===== src/rtl/eq_pkg.sv =====
// Shared types and helpers for the burst length equalizer.
// Assumes the usual 2-bit AXI status encoding.
package eq_pkg;
    typedef logic [1:0] resp_t;
    localparam resp_t RESP_OKAY = 2'b00;
    localparam int    LEN_W     = 8;
    localparam int    SIZE_W    = 3;

    // Pick the more severe of two status codes (larger code is worse).
    function automatic resp_t worst(input resp_t a, input resp_t b);
        return (a > b) ? a : b;
    endfunction
endpackage


===== src/rtl/eq_fifo.sv =====
// Small synchronous FIFO used for per-sub-burst side information.
// Assumes push is never issued when full and pop never when empty
// (both are ignored in that case). Output shows the head entry.
module eq_fifo #(
    parameter int WIDTH = 1,
    parameter int DEPTH = 4,
    localparam int PW   = (DEPTH > 1) ? $clog2(DEPTH) : 1
) (
    input  logic             clk,
    input  logic             rst_n,
    input  logic             push,
    input  logic [WIDTH-1:0] din,
    input  logic             pop,
    output logic [WIDTH-1:0] dout,
    output logic             full,
    output logic             empty
);
    logic [WIDTH-1:0] mem [DEPTH];
    logic [PW-1:0]    wp, rp;
    logic [PW:0]      cnt;
    logic             do_push, do_pop;

    assign full    = (cnt == (PW+1)'(DEPTH));
    assign empty   = (cnt == '0);
    assign do_push = push && !full;
    assign do_pop  = pop && !empty;
    assign dout    = mem[rp];

    // Storage write.
    always_ff @(posedge clk) begin
        if (do_push) mem[wp] <= din;
    end

    // Pointer and occupancy tracking.
    always_ff @(posedge clk) begin
        if (!rst_n) begin
            wp  <= '0;
            rp  <= '0;
            cnt <= '0;
        end else begin
            if (do_push) wp <= (wp == PW'(DEPTH-1)) ? '0 : wp + 1'b1;
            if (do_pop)  rp <= (rp == PW'(DEPTH-1)) ? '0 : rp + 1'b1;
            cnt <= cnt + (PW+1)'(do_push) - (PW+1)'(do_pop);
        end
    end
endmodule


===== src/rtl/eq_splitter.sv =====
// Cuts one incrementing address request into sub-requests of at most
// cfg_sub_len+1 beats. Accepts a new request only when idle; the first
// sub-request appears one cycle after acceptance. 'allow' gates new
// presentations; once presented a sub-request is held until accepted.
// Assumes cfg_sub_len is stable while busy.
module eq_splitter import eq_pkg::*; #(
    parameter int ADDR_W = 32
) (
    input  logic              clk,
    input  logic              rst_n,
    input  logic [LEN_W-1:0]  cfg_sub_len,
    input  logic              up_valid,
    output logic              up_ready,
    input  logic [ADDR_W-1:0] up_addr,
    input  logic [LEN_W-1:0]  up_len,
    input  logic [SIZE_W-1:0] up_size,
    input  logic              allow,
    output logic              dn_valid,
    input  logic              dn_ready,
    output logic [ADDR_W-1:0] dn_addr,
    output logic [LEN_W-1:0]  dn_len,
    output logic [SIZE_W-1:0] dn_size,
    output logic              dn_final
);
    logic              busy, held;
    logic [ADDR_W-1:0] addr_q, step;
    logic [LEN_W-1:0]  rem_q;
    logic [SIZE_W-1:0] size_q;

    assign up_ready = !busy;
    assign dn_final = (rem_q <= cfg_sub_len);
    assign dn_len   = dn_final ? rem_q : cfg_sub_len;
    assign dn_addr  = addr_q;
    assign dn_size  = size_q;
    assign dn_valid = busy && (held || allow);
    assign step     = ADDR_W'({1'b0, cfg_sub_len} + 9'd1) << size_q;

    // Request capture, sub-request stepping and hold of a presented request.
    always_ff @(posedge clk) begin
        if (!rst_n) begin
            busy   <= 1'b0;
            held   <= 1'b0;
            addr_q <= '0;
            rem_q  <= '0;
            size_q <= '0;
        end else if (up_valid && up_ready) begin
            busy   <= 1'b1;
            addr_q <= up_addr;
            rem_q  <= up_len;
            size_q <= up_size;
        end else if (dn_valid && dn_ready) begin
            held <= 1'b0;
            if (dn_final) begin
                busy <= 1'b0;
            end else begin
                addr_q <= addr_q + step;
                rem_q  <= rem_q - cfg_sub_len - 1'b1;
            end
        end else if (dn_valid) begin
            held <= 1'b1;
        end
    end
endmodule


===== src/rtl/eq_top.sv =====
// Burst length equalizer top. Splits read and write bursts into
// nominal-length sub-bursts, caps in-flight sub-bursts per direction,
// fixes the read last flag toward the master, inserts write last flags
// downstream and merges write responses (worst status wins).
// Assumes a single ID with in-order responses and incrementing bursts.
module eq_top import eq_pkg::*; #(
    parameter int ADDR_W  = 32,
    parameter int DATA_W  = 32,
    parameter int MAX_OUT = 4,
    localparam int CNT_W  = $clog2(MAX_OUT + 1)
) (
    input  logic              clk,
    input  logic              rst_n,
    input  logic [LEN_W-1:0]  cfg_sub_len,
    input  logic [CNT_W-1:0]  cfg_max_out,
    input  logic              s_ar_valid,
    output logic              s_ar_ready,
    input  logic [ADDR_W-1:0] s_ar_addr,
    input  logic [LEN_W-1:0]  s_ar_len,
    input  logic [SIZE_W-1:0] s_ar_size,
    output logic              s_r_valid,
    input  logic              s_r_ready,
    output logic [DATA_W-1:0] s_r_data,
    output logic [1:0]        s_r_resp,
    output logic              s_r_last,
    input  logic              s_aw_valid,
    output logic              s_aw_ready,
    input  logic [ADDR_W-1:0] s_aw_addr,
    input  logic [LEN_W-1:0]  s_aw_len,
    input  logic [SIZE_W-1:0] s_aw_size,
    input  logic              s_w_valid,
    output logic              s_w_ready,
    input  logic [DATA_W-1:0] s_w_data,
    output logic              s_b_valid,
    input  logic              s_b_ready,
    output logic [1:0]        s_b_resp,
    output logic              m_ar_valid,
    input  logic              m_ar_ready,
    output logic [ADDR_W-1:0] m_ar_addr,
    output logic [LEN_W-1:0]  m_ar_len,
    output logic [SIZE_W-1:0] m_ar_size,
    input  logic              m_r_valid,
    output logic              m_r_ready,
    input  logic [DATA_W-1:0] m_r_data,
    input  logic [1:0]        m_r_resp,
    input  logic              m_r_last,
    output logic              m_aw_valid,
    input  logic              m_aw_ready,
    output logic [ADDR_W-1:0] m_aw_addr,
    output logic [LEN_W-1:0]  m_aw_len,
    output logic [SIZE_W-1:0] m_aw_size,
    output logic              m_w_valid,
    input  logic              m_w_ready,
    output logic [DATA_W-1:0] m_w_data,
    output logic              m_w_last,
    input  logic              m_b_valid,
    output logic              m_b_ready,
    input  logic [1:0]        m_b_resp
);
    logic [CNT_W-1:0] lim, rd_os, wr_os;
    logic             ar_final, aw_final, rd_allow, wr_allow;
    logic             ar_hs, r_hs, aw_hs, w_hs, b_hs;
    logic             rf_dout, rf_full, rf_empty;
    logic             bf_dout, bf_full, bf_empty, b_fin;
    logic [LEN_W-1:0] wl_dout, w_beat;
    logic             wl_full, wl_empty;
    resp_t            b_acc;

    assign lim   = (cfg_max_out > CNT_W'(MAX_OUT)) ? CNT_W'(MAX_OUT) : cfg_max_out;
    assign ar_hs = m_ar_valid && m_ar_ready;
    assign r_hs  = m_r_valid && m_r_ready;
    assign aw_hs = m_aw_valid && m_aw_ready;
    assign w_hs  = m_w_valid && m_w_ready;
    assign b_hs  = m_b_valid && m_b_ready;

    assign rd_allow = (rd_os < lim) && !rf_full;
    assign wr_allow = (wr_os < lim) && !wl_full && !bf_full;

    eq_splitter #(.ADDR_W(ADDR_W)) u_rd_split (
        .clk(clk), .rst_n(rst_n), .cfg_sub_len(cfg_sub_len),
        .up_valid(s_ar_valid), .up_ready(s_ar_ready), .up_addr(s_ar_addr),
        .up_len(s_ar_len), .up_size(s_ar_size), .allow(rd_allow),
        .dn_valid(m_ar_valid), .dn_ready(m_ar_ready), .dn_addr(m_ar_addr),
        .dn_len(m_ar_len), .dn_size(m_ar_size), .dn_final(ar_final)
    );

    eq_splitter #(.ADDR_W(ADDR_W)) u_wr_split (
        .clk(clk), .rst_n(rst_n), .cfg_sub_len(cfg_sub_len),
        .up_valid(s_aw_valid), .up_ready(s_aw_ready), .up_addr(s_aw_addr),
        .up_len(s_aw_len), .up_size(s_aw_size), .allow(wr_allow),
        .dn_valid(m_aw_valid), .dn_ready(m_aw_ready), .dn_addr(m_aw_addr),
        .dn_len(m_aw_len), .dn_size(m_aw_size), .dn_final(aw_final)
    );

    // Final-sub-burst flags for the read return path.
    eq_fifo #(.WIDTH(1), .DEPTH(MAX_OUT)) u_rd_fin (
        .clk(clk), .rst_n(rst_n), .push(ar_hs), .din(ar_final),
        .pop(r_hs && m_r_last), .dout(rf_dout), .full(rf_full), .empty(rf_empty)
    );

    // Sub-burst lengths for downstream write last insertion.
    eq_fifo #(.WIDTH(LEN_W), .DEPTH(MAX_OUT)) u_wr_len (
        .clk(clk), .rst_n(rst_n), .push(aw_hs), .din(m_aw_len),
        .pop(w_hs && m_w_last), .dout(wl_dout), .full(wl_full), .empty(wl_empty)
    );

    // Final-sub-burst flags for write response merging.
    eq_fifo #(.WIDTH(1), .DEPTH(MAX_OUT)) u_wr_fin (
        .clk(clk), .rst_n(rst_n), .push(aw_hs), .din(aw_final),
        .pop(b_hs), .dout(bf_dout), .full(bf_full), .empty(bf_empty)
    );

    // Read return: pass-through with last flag shown only on the final sub-burst.
    assign s_r_valid = m_r_valid;
    assign m_r_ready = s_r_ready;
    assign s_r_data  = m_r_data;
    assign s_r_resp  = m_r_resp;
    assign s_r_last  = m_r_last && rf_dout && !rf_empty;

    // Write data: released once its sub-burst length is known.
    assign m_w_valid = s_w_valid && !wl_empty;
    assign s_w_ready = m_w_ready && !wl_empty;
    assign m_w_data  = s_w_data;
    assign m_w_last  = (w_beat == wl_dout);

    // Response merge: intermediate responses absorbed, final one forwarded.
    assign b_fin     = bf_dout && !bf_empty;
    assign s_b_valid = m_b_valid && b_fin;
    assign m_b_ready = b_fin ? s_b_ready : 1'b1;
    assign s_b_resp  = worst(b_acc, m_b_resp);

    // In-flight sub-burst counters per direction.
    always_ff @(posedge clk) begin
        if (!rst_n) begin
            rd_os <= '0;
            wr_os <= '0;
        end else begin
            rd_os <= rd_os + CNT_W'(ar_hs) - CNT_W'(r_hs && m_r_last);
            wr_os <= wr_os + CNT_W'(aw_hs) - CNT_W'(b_hs);
        end
    end

    // Beat position inside the current write sub-burst.
    always_ff @(posedge clk) begin
        if (!rst_n)    w_beat <= '0;
        else if (w_hs) w_beat <= m_w_last ? '0 : w_beat + 1'b1;
    end

    // Worst status seen so far in the current write burst.
    always_ff @(posedge clk) begin
        if (!rst_n)    b_acc <= RESP_OKAY;
        else if (b_hs) b_acc <= b_fin ? RESP_OKAY : worst(b_acc, m_b_resp);
    end
endmodule


===== config.mk =====
export PLATFORM = sky130hd
export DESIGN_NAME = eq_top
export DESIGN_NICKNAME = d
export VERILOG_FILES = /design/src/rtl/eq_pkg.sv /design/src/rtl/eq_fifo.sv /design/src/rtl/eq_splitter.sv /design/src/rtl/eq_top.sv
export SDC_FILE = /design/constraint.sdc
export NUM_CORES = 1
export LEC_CHECK = 0
export ABC_AREA = 1
export BUFFER_PORTS_ARGS = -buffer_cell sky130_fd_sc_hd__buf_2
export CAP_MARGIN = 40
export CORE_UTILIZATION = 55
export DETAILED_ROUTE_END_ITERATION = 8
export PLACE_DENSITY = 0.82
export SYNTH_ARGS = -nofsm -noshare
export SYNTH_HDL_FRONTEND = slang
export SYNTH_HIERARCHICAL = 1
export SYNTH_SLANG_ARGS = --single-unit

===== constraint.sdc =====
create_clock -name clk -period 3.6 [get_ports clk]
set_clock_uncertainty 0.05 [all_clocks]
set_input_delay 0.72 -clock clk [delete_from_list [all_inputs] [get_ports clk]]
set_output_delay 0.72 -clock clk [all_outputs]
set_load 0.005 [all_outputs]

==> impl_metrics.ini, run 1 <==
[synthesis]
number_of_synthesized_flops_with_an_enable_pin = 40
number_of_register_bits_inferred_by_synthesis = 173
synth.yosys.warnings = 6
post_synth_most_frequent_cells = 678 x sky130_fd_sc_hd__nand2_1, 344 x sky130_fd_sc_hd__inv_1, 210 x sky130_fd_sc_hd__nor2_1
netlist_top_cells_area = sky130_fd_sc_hd__dfxtp_1 19%, sky130_fd_sc_hd__nand2_1 18%, sky130_fd_sc_hd__inv_1 9.1%
yosys.cell_count.top_type = sky130_fd_sc_hd__nand2_1
synthDominantAreaCellType = sky130_fd_sc_hd__dfxtp_1
synth-main-ff-cell = sky130_fd_sc_hd__dfxtp_1
post_synth_num_cell_types = 49
syn_area_per_cell_um2 = 6.34
syn-cell-area_um2 = 14200
mappedNetlistNets = 2514
synth_async_sr_flop_share_pct = 0
sequential_to_total_area_share_from_yosys_stat_pct = 27.2
synthesis.instances = 2242
yosys.area.top_type_share_pct = 18.7

[timing]
worst_slew_pin_slew_ns = 0.694
setup_slack_ns = 0.220
report.final.setup_viol = 0
final.hold.worst_slack_ns = 0.433
final-max-slew-violation-count = 0
timing.final.crit_period_ns = 3.38
timing.fmax_mhz = 296
finalHoldViolCount = 0
rsz_0062_raised_after_global_routing = false
final.period_utilization_pct = 93.9
timing.slew.headroom_pct = 53.7

[die]
die_w_um = 163
io_pins = 344
start_util_pct = 56.3
placeableCoreArea_um2 = 25300
die_height_um = 163
rows = 58
die_area_um2 = 26500

[layout]
instances_no_fill = 2784
drive_gt1_share_pct = 16.4
final_nets = 2708
finished_layout_cell_area_um2 = 16200
fill_cells = 2333
area_delta_synth_final_pct = 13.9

[drt]
detail_route.first_pass.iterations = 6
drtAntennaViolNets = 0
detail_route.drc_violations = 0
post_drt_wl_per_cell_um = 15.1
vias_per_cell = 5.33
routed-via-count = 14800
routed_wl_mm = 42.2
drt_iter0_markers = 1354

[clocking]
cts_htree_levels = 4
cts_inserted_buffers = 17
worst_case_clock_buffer_depth = 2
post-cts-setup-buffer-count = 0
clock_insertion_delay_at_the_later_pin_of_the_skew_report_ns = 0.45
cts_num_sinks = 173
cts_root_buf = sky130_fd_sc_hd__clkbuf_16
cts_tree = done
clk_pin_slew_ns = 0.08

[placed_design]
io_buffer_count = 211
total_cell_area_at_the_placement_stage_um2 = 15500
detailedPlacementHpwl_mm = 32.8
placed_cells_incl_taps = 2747
detailedPlace.worstSlack_ns = -0.175
globalplace.congestion = 0.945

[grt]
largest_net_degree_at_the_start_of_global_routing = 42
grt_ovf = 0
grt_first_pass_wirelength_mm = 66.3
track_usage_pct = 31.5
first_global_vias = 13800
number_of_antenna_violations_at_the_first_check_in_global_routing = 5

[critical_path]
rrSetupSlack_ns = 0.40
r2r_start = u_wr_split/dn_size[0]
cp_max_fanout = 15
timing.critical_path.required_ns = 2.83
reg2regPathDepth = 17
timing.rr.end = u_wr_split/dn_addr[11]
timing_worst_setup_path_type = primary input to output pin
worst-endpoint-arrival_ns = 2.61
worstSetupStartpointType = primary input
worstSetupEndpointType = output pin

[worst_hold_path]
hold-path-cell-count = 2
min-delay-start = wr_os[2]
min_delay_endpoint = wr_os[2]
hp-class = flop to flop

[pwr]
static-leakage-power_nw = 8.56
cellPowerDensity_nw_per_um2 = 388
max-vdd-ir-drop_v = 0.000232

[job]
max_cap_viols = 0

[status]
outcome = complete, no violations
-- power by group --
group / total [W] / internal (W) / switching [W]
clock network: 0.00196 / 0.000957 / 0.00100
logic: 0.00196 / 0.000780 / 0.00118
registers: 0.00235 / 0.00217 / 0.000181
total: 0.00627 / 0.00391 / 0.00237
-- kinds of logic after synthesis --
group | count (synthesis) | synth area share [%]
flip-flops | 173 | 27.2
buffers and inverters | 469 | 14.9
adder cells (fa/ha/maj) | 94 | 8.75
AO/OA/AOI/OAI | 251 | 9.64
XOR/XNOR | 54 | 3.33
AND/OR/NAND/NOR | 1201 | 36.2
-- cells in the final DEF (no fill, tap or decap), types with 9 or more instances in the layout --
cell type	netlist	routed
sky130_fd_sc_hd__nand2_1	678	677
sky130_fd_sc_hd__inv_1	344	344
sky130_fd_sc_hd__buf_2	12	211
sky130_fd_sc_hd__nor2_1	210	210
sky130_fd_sc_hd__nand3_1	191	191
sky130_fd_sc_hd__dfxtp_1	133	133
sky130_fd_sc_hd__a21oi_1	107	107
sky130_fd_sc_hd__o21ai_0	95	94
sky130_fd_sc_hd__ha_1	85	83
sky130_fd_sc_hd__buf_4	72	77
sky130_fd_sc_hd__edfxtp_1	40	40
sky130_fd_sc_hd__xor2_1	34	34
sky130_fd_sc_hd__nor2_2	22	22
sky130_fd_sc_hd__xnor2_1	20	20
sky130_fd_sc_hd__clkbuf_16	0	17
sky130_fd_sc_hd__nand4_1	17	17
sky130_fd_sc_hd__nand3b_1	15	15
sky130_fd_sc_hd__and2_1	12	12
sky130_fd_sc_hd__nor3_1	12	12
sky130_fd_sc_hd__or2_2	11	11
sky130_fd_sc_hd__nand2_2	10	11
sky130_fd_sc_hd__fa_1	9	9
-- cell type report --
cell class | count | area [um2] | area share, %
timing repair buffer | 291 | 1700 | 10.5
tap | 330 | 413 | 2.55
clock buffer | 17 | 425 | 2.63
clock inverter | 15 | 208 | 1.28
inverter | 353 | 1330 | 8.21
antenna | 5 | 12.5 | 0.0773
sequential | 173 | 3860 | 23.9
multi-input combinational | 1600 | 8240 | 50.9
-- state kept, by name, summed over array words and instances, names as in the netlist, 4 cells and up, named ones only --
signal              count
u_wr_split/dn_addr     32
u_wr_split/rem_q        8
u_wr_fin/mem            4
u_rd_split/rem_q        8
u_wr_len/mem           32
u_rd_split/dn_addr     32
w_beat                  8
u_rd_fin/mem            4
-- metal layers --
metal	track usage [%]	share of wire (%)
met1	38.8	42
met2	54.5	47
met3	4.33	7.1
met4	14.3	3.0
met5	0	0
-- critical path, cell delays in order --
cell                      delay (ns)
sky130_fd_sc_hd__buf_2          0.15
sky130_fd_sc_hd__inv_1          0.07
sky130_fd_sc_hd__buf_4          0.15
sky130_fd_sc_hd__ha_1           0.35
sky130_fd_sc_hd__nand2_1        0.08
sky130_fd_sc_hd__inv_2          0.08
sky130_fd_sc_hd__nand2_1        0.05
sky130_fd_sc_hd__nand2_1        0.06
sky130_fd_sc_hd__nand2_1        0.06
sky130_fd_sc_hd__nand2_2        0.09
sky130_fd_sc_hd__nand2_2        0.17
sky130_fd_sc_hd__o21ai_0        0.38
sky130_fd_sc_hd__buf_2          0.19
-- worst max path at each step --
| stage | startpoint | endpoint | slack, ns | cells after the start |
|---|---|---|---|---|
| 5_1_grt | cfg_sub_len[0] | u_wr_split/dn_addr[15] | 0.007 | 20 |
| 2_1_floorplan | cfg_sub_len[0] | u_wr_split/dn_addr[28] | 0.46 | 20 |
| 3_5_place_dp | cfg_sub_len[0] | u_rd_split/dn_addr[13] | -0.17 | 19 |
| 4_1_cts | cfg_sub_len[3] | m_ar_len[1] | 0.26 | 13 |
| 3_3_place_gp | cfg_sub_len[0] | u_rd_split/dn_addr[13] | -0.15 | 19 |
| 6_report | cfg_sub_len[3] | m_ar_len[1] | 0.22 | 13 |
-- what timing repair did --
item / in CTS / in global routing
hold buffers: 0 / 0
setup endpoints to repair: 0 / 9
resized for setup: 0 / 4
-- through the flow --
stage                     setup TNS (ns)  power [W]  utilization (%)
final                                  0    0.00627             64.1
after global routing                   0    0.00664             64.1
after global placement             -1.29    0.00423             61.4
after floorplan                        0    0.00367                -
after CTS                              0    0.00627             64.0
after detailed placement           -1.41    0.00431             61.5
No activity file was read; power rests on OpenSTA's default activity.
==> inputs of run 2 (changes only) <==
--- a/config.mk
+++ b/config.mk
@@ -6,11 +6,11 @@
 export NUM_CORES = 1
 export LEC_CHECK = 0
 export ABC_AREA = 1
-export BUFFER_PORTS_ARGS = -buffer_cell sky130_fd_sc_hd__buf_2
 export CAP_MARGIN = 40
-export CORE_UTILIZATION = 55
+export CORE_UTILIZATION = 65
 export DETAILED_ROUTE_END_ITERATION = 8
-export PLACE_DENSITY = 0.82
+export DONT_BUFFER_PORTS = 1
+export PLACE_DENSITY = 0.81
 export SYNTH_ARGS = -nofsm -noshare
 export SYNTH_HDL_FRONTEND = slang
 export SYNTH_HIERARCHICAL = 1
==> impl_metrics.ini, run 2 (same netlist as run 1, synthesis figures left out) <==
[status]
outcome = complete, no violations

[critical_path]
crit_path_frequent_cell = sky130_fd_sc_hd__inv_1
critical_path.startpoint = cfg_max_out[2]
worstSetupEndpointType = flop
rrSetupSlack_ns = 0.43
timing.critical_path.required_ns = 3.89
cp_max_fanout = 7
critical_path.top_delay_family = adder cells
timing_worst_setup_path_type = primary input to flop
critical-path-max-stage-delay_ns = 0.35
critical-path-slowest-cell = sky130_fd_sc_hd__fa_1
crit_path_cell_trace = inv_1, nand2_1, ha_1, o21ai_0, nand2_1, a211oi_1, o21ai_0, inv_1, nand2_1, inv_1, nand2_4, ha_1, inv_1, ha_1, inv_1, fa_1, inv_1, nand2_1, nand2_1, nor2_1
worst-endpoint-arrival_ns = 3.48
worstSetupStartpointType = primary input
worstPathBufferInverterCount = 6

[layout]
drive_gt1_share_pct = 6.22
layout.cells.most_common_list = 677 x sky130_fd_sc_hd__nand2_1, 344 x sky130_fd_sc_hd__inv_1, 210 x sky130_fd_sc_hd__nor2_1, 191 x sky130_fd_sc_hd__nand3_1, 133 x sky130_fd_sc_hd__dfxtp_1
area_delta_synth_final_pct = 2.89
fill_cells = 1930
final_nets = 2445
fin_util_pct = 69.0
instances_no_fill = 2461
final_common_cell = sky130_fd_sc_hd__nand2_1
antenna_cells_inserted = 0

[drt]
detail_route.first_pass.iterations = 6
drt_iter0_markers = 999
top_signal_layer_used = met4
drt-met1-wl_mm = 16.4
post_drt_wl_per_cell_um = 16.1
vias_per_cell = 5.60
route.met2.wl_mm = 18.4
drtAntennaViolNets = 0
routed-via-count = 13800
detail_route.drc_violations = 0
routed_wl_mm = 39.7
detailroute.wirelength.met3_mm = 3.86

[timing]
setup_slack_ns = 0.414
timing.slew.headroom_pct = 65.7
finalHoldViolCount = 0
final-max-slew-violation-count = 0
report.final.setup_viol = 0
rsz_0062_raised_after_global_routing = false
timing.fmax_mhz = 314
worst_slew_pin_slew_ns = 0.514
final.period_utilization_pct = 88.5
timing.final.crit_period_ns = 3.19

[clocking]
cts_tree = done
cts_inserted_buffers = 17
post-cts-setup-buffer-count = 0
cts.repair.resized = 0
clock_insertion_delay_at_the_later_pin_of_the_skew_report_ns = 0.45
postCtsHoldBufs = 0
clk_pin_slew_ns = 0.08
cts_num_sinks = 173
cts_htree_levels = 4
worst_case_clock_buffer_depth = 2
cts_root_buf = sky130_fd_sc_hd__clkbuf_16

[grt]
number_of_antenna_violations_at_the_first_check_in_global_routing = 0
grt_ovf = 0
first_global_vias = 12600
grt_first_pass_wirelength_mm = 62.4
largest_net_degree_at_the_start_of_global_routing = 55
track_usage_pct = 35.4

[die]
io_pins = 344
die_w_um = 150
placeableCoreArea_um2 = 21200
die_height_um = 150
die_area_um2 = 22500
start_util_pct = 67.0
rows = 53

[worst_hold_path]
min-delay-start = rst_n
hp-class = primary input to flop

[placed_design]
io_buffer_count = 0
placed_cells_incl_taps = 2429
detailedPlacementHpwl_mm = 30.8
detailedPlace.worstSlack_ns = -0.0440
globalplace.congestion = 0.978

[pwr]
static-leakage-power_nw = 7.37
cellPowerDensity_nw_per_um2 = 403
p_total_w = 0.00590
max-vdd-ir-drop_v = 0.000339

[job]
max_cap_viols = 0
[run 2: changes by cell type in the layout (fill, tap and decap cells not counted), moves of 4 or more]
cell / delta
sky130_fd_sc_hd__buf_4: -52
sky130_fd_sc_hd__clkinv_8: -4
sky130_fd_sc_hd__inv_8: +4
sky130_fd_sc_hd__diode_2: -5
sky130_fd_sc_hd__buf_2: -211
[run 2: final timing paths]
check                           end  depth (start not counted)
max                 u_rd_fin/cnt[2]                         20
min reg2reg                wr_os[2]                          2
min          u_wr_split/dn_addr[10]                          2
max reg2reg         u_wr_len/cnt[1]                         18
[run 2: final cells by class]
| cell class | count | area [um2] | share of cell area (%) |
|---|---|---|---|
| flip-flops and latches | 173 | 3860 | 26.4 |
| multi-input cells | 1600 | 8240 | 56.3 |
| clock inverters | 15 | 169 | 1.15 |
| inverters | 353 | 1330 | 9.09 |
| well taps | 275 | 344 | 2.35 |
| clock buffers | 17 | 425 | 2.91 |
| repair buffers | 28 | 263 | 1.80 |
[run 2: layer usage]
metal	global-route usage, %	vias up
met3	8.14	73
met5	0	-
met1	44.7	6216
met4	13.1	0
met2	58.5	641
li1	-	6851
[run 2: stage by stage]
step	instance area (um2)	TNS [ns]	hold slack (ns)
final	14600	0	0.340
after global routing	14600	0	0.326
after CTS	14600	0	0.329
after detailed placement	14000	-0.0440	0.408
after global placement	14000	0	0.404
after floorplan	14200	0	0.392
[run 2: where the power goes]
group          leakage, nW  total (W)  switching (W)  internal, W
Sequential            1.46    0.00236       0.000193      0.00217
Combinational         5.62    0.00165        0.00106     0.000594
Clock                0.291    0.00189       0.000948     0.000937
==> inputs of run 3 (changes only) <==
--- a/config.mk
+++ b/config.mk
@@ -5,7 +5,7 @@
 export SDC_FILE = /design/constraint.sdc
 export NUM_CORES = 1
 export LEC_CHECK = 0
-export ABC_AREA = 1
+export ABC_AREA = 0
 export CAP_MARGIN = 40
 export CORE_UTILIZATION = 65
 export DETAILED_ROUTE_END_ITERATION = 8
==> constraint.sdc (replaced) <==
create_clock -name clk -period 3.1 [get_ports clk]
set_clock_uncertainty 0.05 [all_clocks]
set_input_delay 0.62 -clock clk [delete_from_list [all_inputs] [get_ports clk]]
set_output_delay 0.62 -clock clk [all_outputs]
set_load 0.005 [all_outputs]
==> impl_metrics.ini, run 3 <==
[clocking]
worst_case_clock_buffer_depth = 2
cts_num_sinks = 173
cts_tree = done
clock_insertion_delay_at_the_later_pin_of_the_skew_report_ns = 0.44
clk_pin_slew_ns = 0.08
cts_root_buf = sky130_fd_sc_hd__clkbuf_16
cts_inserted_buffers = 17
cts_htree_levels = 4

[timing]
worst_slew_pin_slew_ns = 0.950
fin_setup_tns_ns = -10.94
final-max-slew-violation-count = 0
finalHoldViolCount = 0
timing.slew.headroom_pct = 36.5
setup_slack_ns = -0.489
final.period_utilization_pct = 116
timing.fmax_mhz = 279
rsz_0062_raised_after_global_routing = true
timing.final.crit_period_ns = 3.59
report.final.setup_viol = 47

[layout]
final_common_cell = sky130_fd_sc_hd__buf_4
layout.cells.most_common_list = 241 x sky130_fd_sc_hd__buf_4, 207 x sky130_fd_sc_hd__nand2_1, 127 x sky130_fd_sc_hd__dfxtp_1, 93 x sky130_fd_sc_hd__a21oi_1, 84 x sky130_fd_sc_hd__nor2_1
area_delta_synth_final_pct = 29.4
drive_gt1_share_pct = 32.8
antenna_cells_inserted = 0
final_nets = 1944
instances_no_fill = 1945
fill_cells = 932
fin_util_pct = 86.2

[synthesis]
synth.yosys.warnings = 6
number_of_register_bits_inferred_by_synthesis = 173
yosys.cell_count.top_type = sky130_fd_sc_hd__nand2_1
sequential_to_total_area_share_from_yosys_stat_pct = 30.8
synthDominantAreaCellType = sky130_fd_sc_hd__dfxtp_1
yosys.area.top_type_share_pct = 21.2
syn_area_per_cell_um2 = 8.25
number_of_synthesized_flops_with_an_enable_pin = 40
netlist_top_cells_area = sky130_fd_sc_hd__dfxtp_1 21%, sky130_fd_sc_hd__edfxtp_1 9.6%, sky130_fd_sc_hd__ha_1 8.5%
post_synth_num_cell_types = 91
synth-main-ff-cell = sky130_fd_sc_hd__dfxtp_1
syn-cell-area_um2 = 12500
post_synth_most_frequent_cells = 218 x sky130_fd_sc_hd__nand2_1, 133 x sky130_fd_sc_hd__dfxtp_1, 116 x sky130_fd_sc_hd__a21oi_1
synth_async_sr_flop_share_pct = 0
synthesis.instances = 1520
mappedNetlistNets = 1792

[worst_hold_path]
hp-class = primary input to flop
min_delay_endpoint = u_rd_split/busy
hold-path-cell-count = 1
min-delay-start = m_ar_ready

[placed_design]
globalplace.congestion = 0.929
io_buffer_count = 0
detailedPlacementHpwl_mm = 26.0
placed_cells_incl_taps = 1863
detailedPlace.worstSlack_ns = -0.710

[grt]
largest_net_degree_at_the_start_of_global_routing = 57
first_global_vias = 11800
grt_ovf = 0
grt_first_pass_wirelength_mm = 57.8
track_usage_pct = 36.6
number_of_antenna_violations_at_the_first_check_in_global_routing = 0

[drt]
detail_route.first_pass.iterations = 8
routed_wl_mm = 41.9
detail_route.drc_violations = 0
drt_iter0_markers = 1430
drtAntennaViolNets = 0
post_drt_wl_per_cell_um = 21.5
vias_per_cell = 6.57
routed-via-count = 12800

[status]
outcome = finished with violations
failed_checks = setup timing

[die]
placeableCoreArea_um2 = 18800
io_pins = 344
die_area_um2 = 19900
rows = 50
die_height_um = 141
die_w_um = 141
start_util_pct = 66.6

[critical_path]
cp_max_fanout = 7
worstSetupEndpointType = flop
rrSetupSlack_ns = -0.49
r2r_start = u_wr_split/dn_size[0]
timing.critical_path.required_ns = 3.39
worst-endpoint-arrival_ns = 3.88
worstSetupStartpointType = flop
timing_worst_setup_path_type = flop to flop
timing.rr.end = u_wr_split/dn_addr[26]
reg2regPathDepth = 15

[pwr]
static-leakage-power_nw = 6.42
max-vdd-ir-drop_v = 0.000391
cellPowerDensity_nw_per_um2 = 472

[job]
max_cap_viols = 0
-- run 3: layout make-up --
class	count	area [um2]	area share, %
multi-input cells	1123	8820	54.3
flip-flops and latches	173	3880	23.9
repair buffers	274	2260	13.9
clock buffers	17	425	2.62
inverters	83	330	2.04
well taps	260	325	2.00
clock inverters	15	196	1.21
-- run 3: worst max path at each step --
stage / to / startpoint / slack, ns / cells after the start
floorplan: u_wr_split/dn_addr[28] / cfg_sub_len[0] / -0.55 / 16
global placement: u_wr_split/dn_addr[28] / cfg_sub_len[0] / -0.64 / 15
detailed placement: u_wr_split/dn_addr[29] / cfg_sub_len[0] / -0.71 / 15
CTS: u_wr_split/dn_addr[25] / u_wr_split/dn_size[0] / -0.28 / 15
global route: u_wr_split/dn_addr[29] / u_wr_split/dn_size[0] / -0.64 / 15
finish: u_wr_split/dn_addr[26] / u_wr_split/dn_size[0] / -0.49 / 15
-- run 3: stage by stage --
stage	total power (W)	hold slack (ns)	cell area [um2]
final	0.00766	0.233	16200
after global routing	0.00796	0.210	16200
after CTS	0.00727	0.217	15500
after detailed placement	0.00498	0.430	14300
after global placement	0.00487	0.415	14300
after floorplan	0.00430	0.403	13100
-- run 3: cell families after synthesis --
kind of cell,Yosys count,synth area share (%)
XOR/XNOR,65,4.54
adder cells (fa/ha/maj),94,9.92
multiplexers,29,3.36
buffers and inverters,225,9.06
flip-flops,173,30.8
AND/OR/NAND/NOR,519,19.6
AO/OA/AOI/OAI,415,22.7
-- run 3: what timing repair did --
action                                  4_1_cts  5_1_grt
setup buffers                                30       19
gates resized for setup                      78      128
pin swaps                                    67       78
hold buffers                                  0        0
endpoints found under the setup margin       52       61
cloned                                        1        1
-- run 3: report_power, final --
part,total [W],switching (W),leakage [nW],internal (W)
logic,0.00268,0.00140,4.67,0.00128
clock network,0.00222,0.00112,0.298,0.00110
registers,0.00276,0.000240,1.46,0.00252
-- run 3: routing by layer --
| layer | vias to the layer above | global-route usage (%) | part of all wire (%) |
|---|---|---|---|
| li1 | 5675 | - | - |
| met1 | 6032 | 42.6 | 36 |
| met2 | 848 | 61.3 | 48 |
| met3 | 229 | 10.3 | 9.8 |
| met4 | 0 | 19.3 | 6.1 |
| met5 | - | 0 | 0 |
-- run 3: worst max-delay path: stages, from the launching register on --
cell                        delay (ns)
sky130_fd_sc_hd__dfxtp_4          0.39
sky130_fd_sc_hd__nor3_2           0.23
sky130_fd_sc_hd__a22o_1           0.18
sky130_fd_sc_hd__a22oi_2          0.07
sky130_fd_sc_hd__and2_1           0.16
sky130_fd_sc_hd__a211oi_1         0.31
sky130_fd_sc_hd__a21oi_1          0.09
sky130_fd_sc_hd__ha_1             0.39
sky130_fd_sc_hd__a21oi_1          0.32
sky130_fd_sc_hd__o21ai_2          0.11
sky130_fd_sc_hd__nor2b_4          0.14
sky130_fd_sc_hd__o311a_4          0.42
sky130_fd_sc_hd__o2111ai_4        0.23
sky130_fd_sc_hd__buf_6            0.13
sky130_fd_sc_hd__nor3_1           0.03
sky130_fd_sc_hd__a311oi_1         0.24
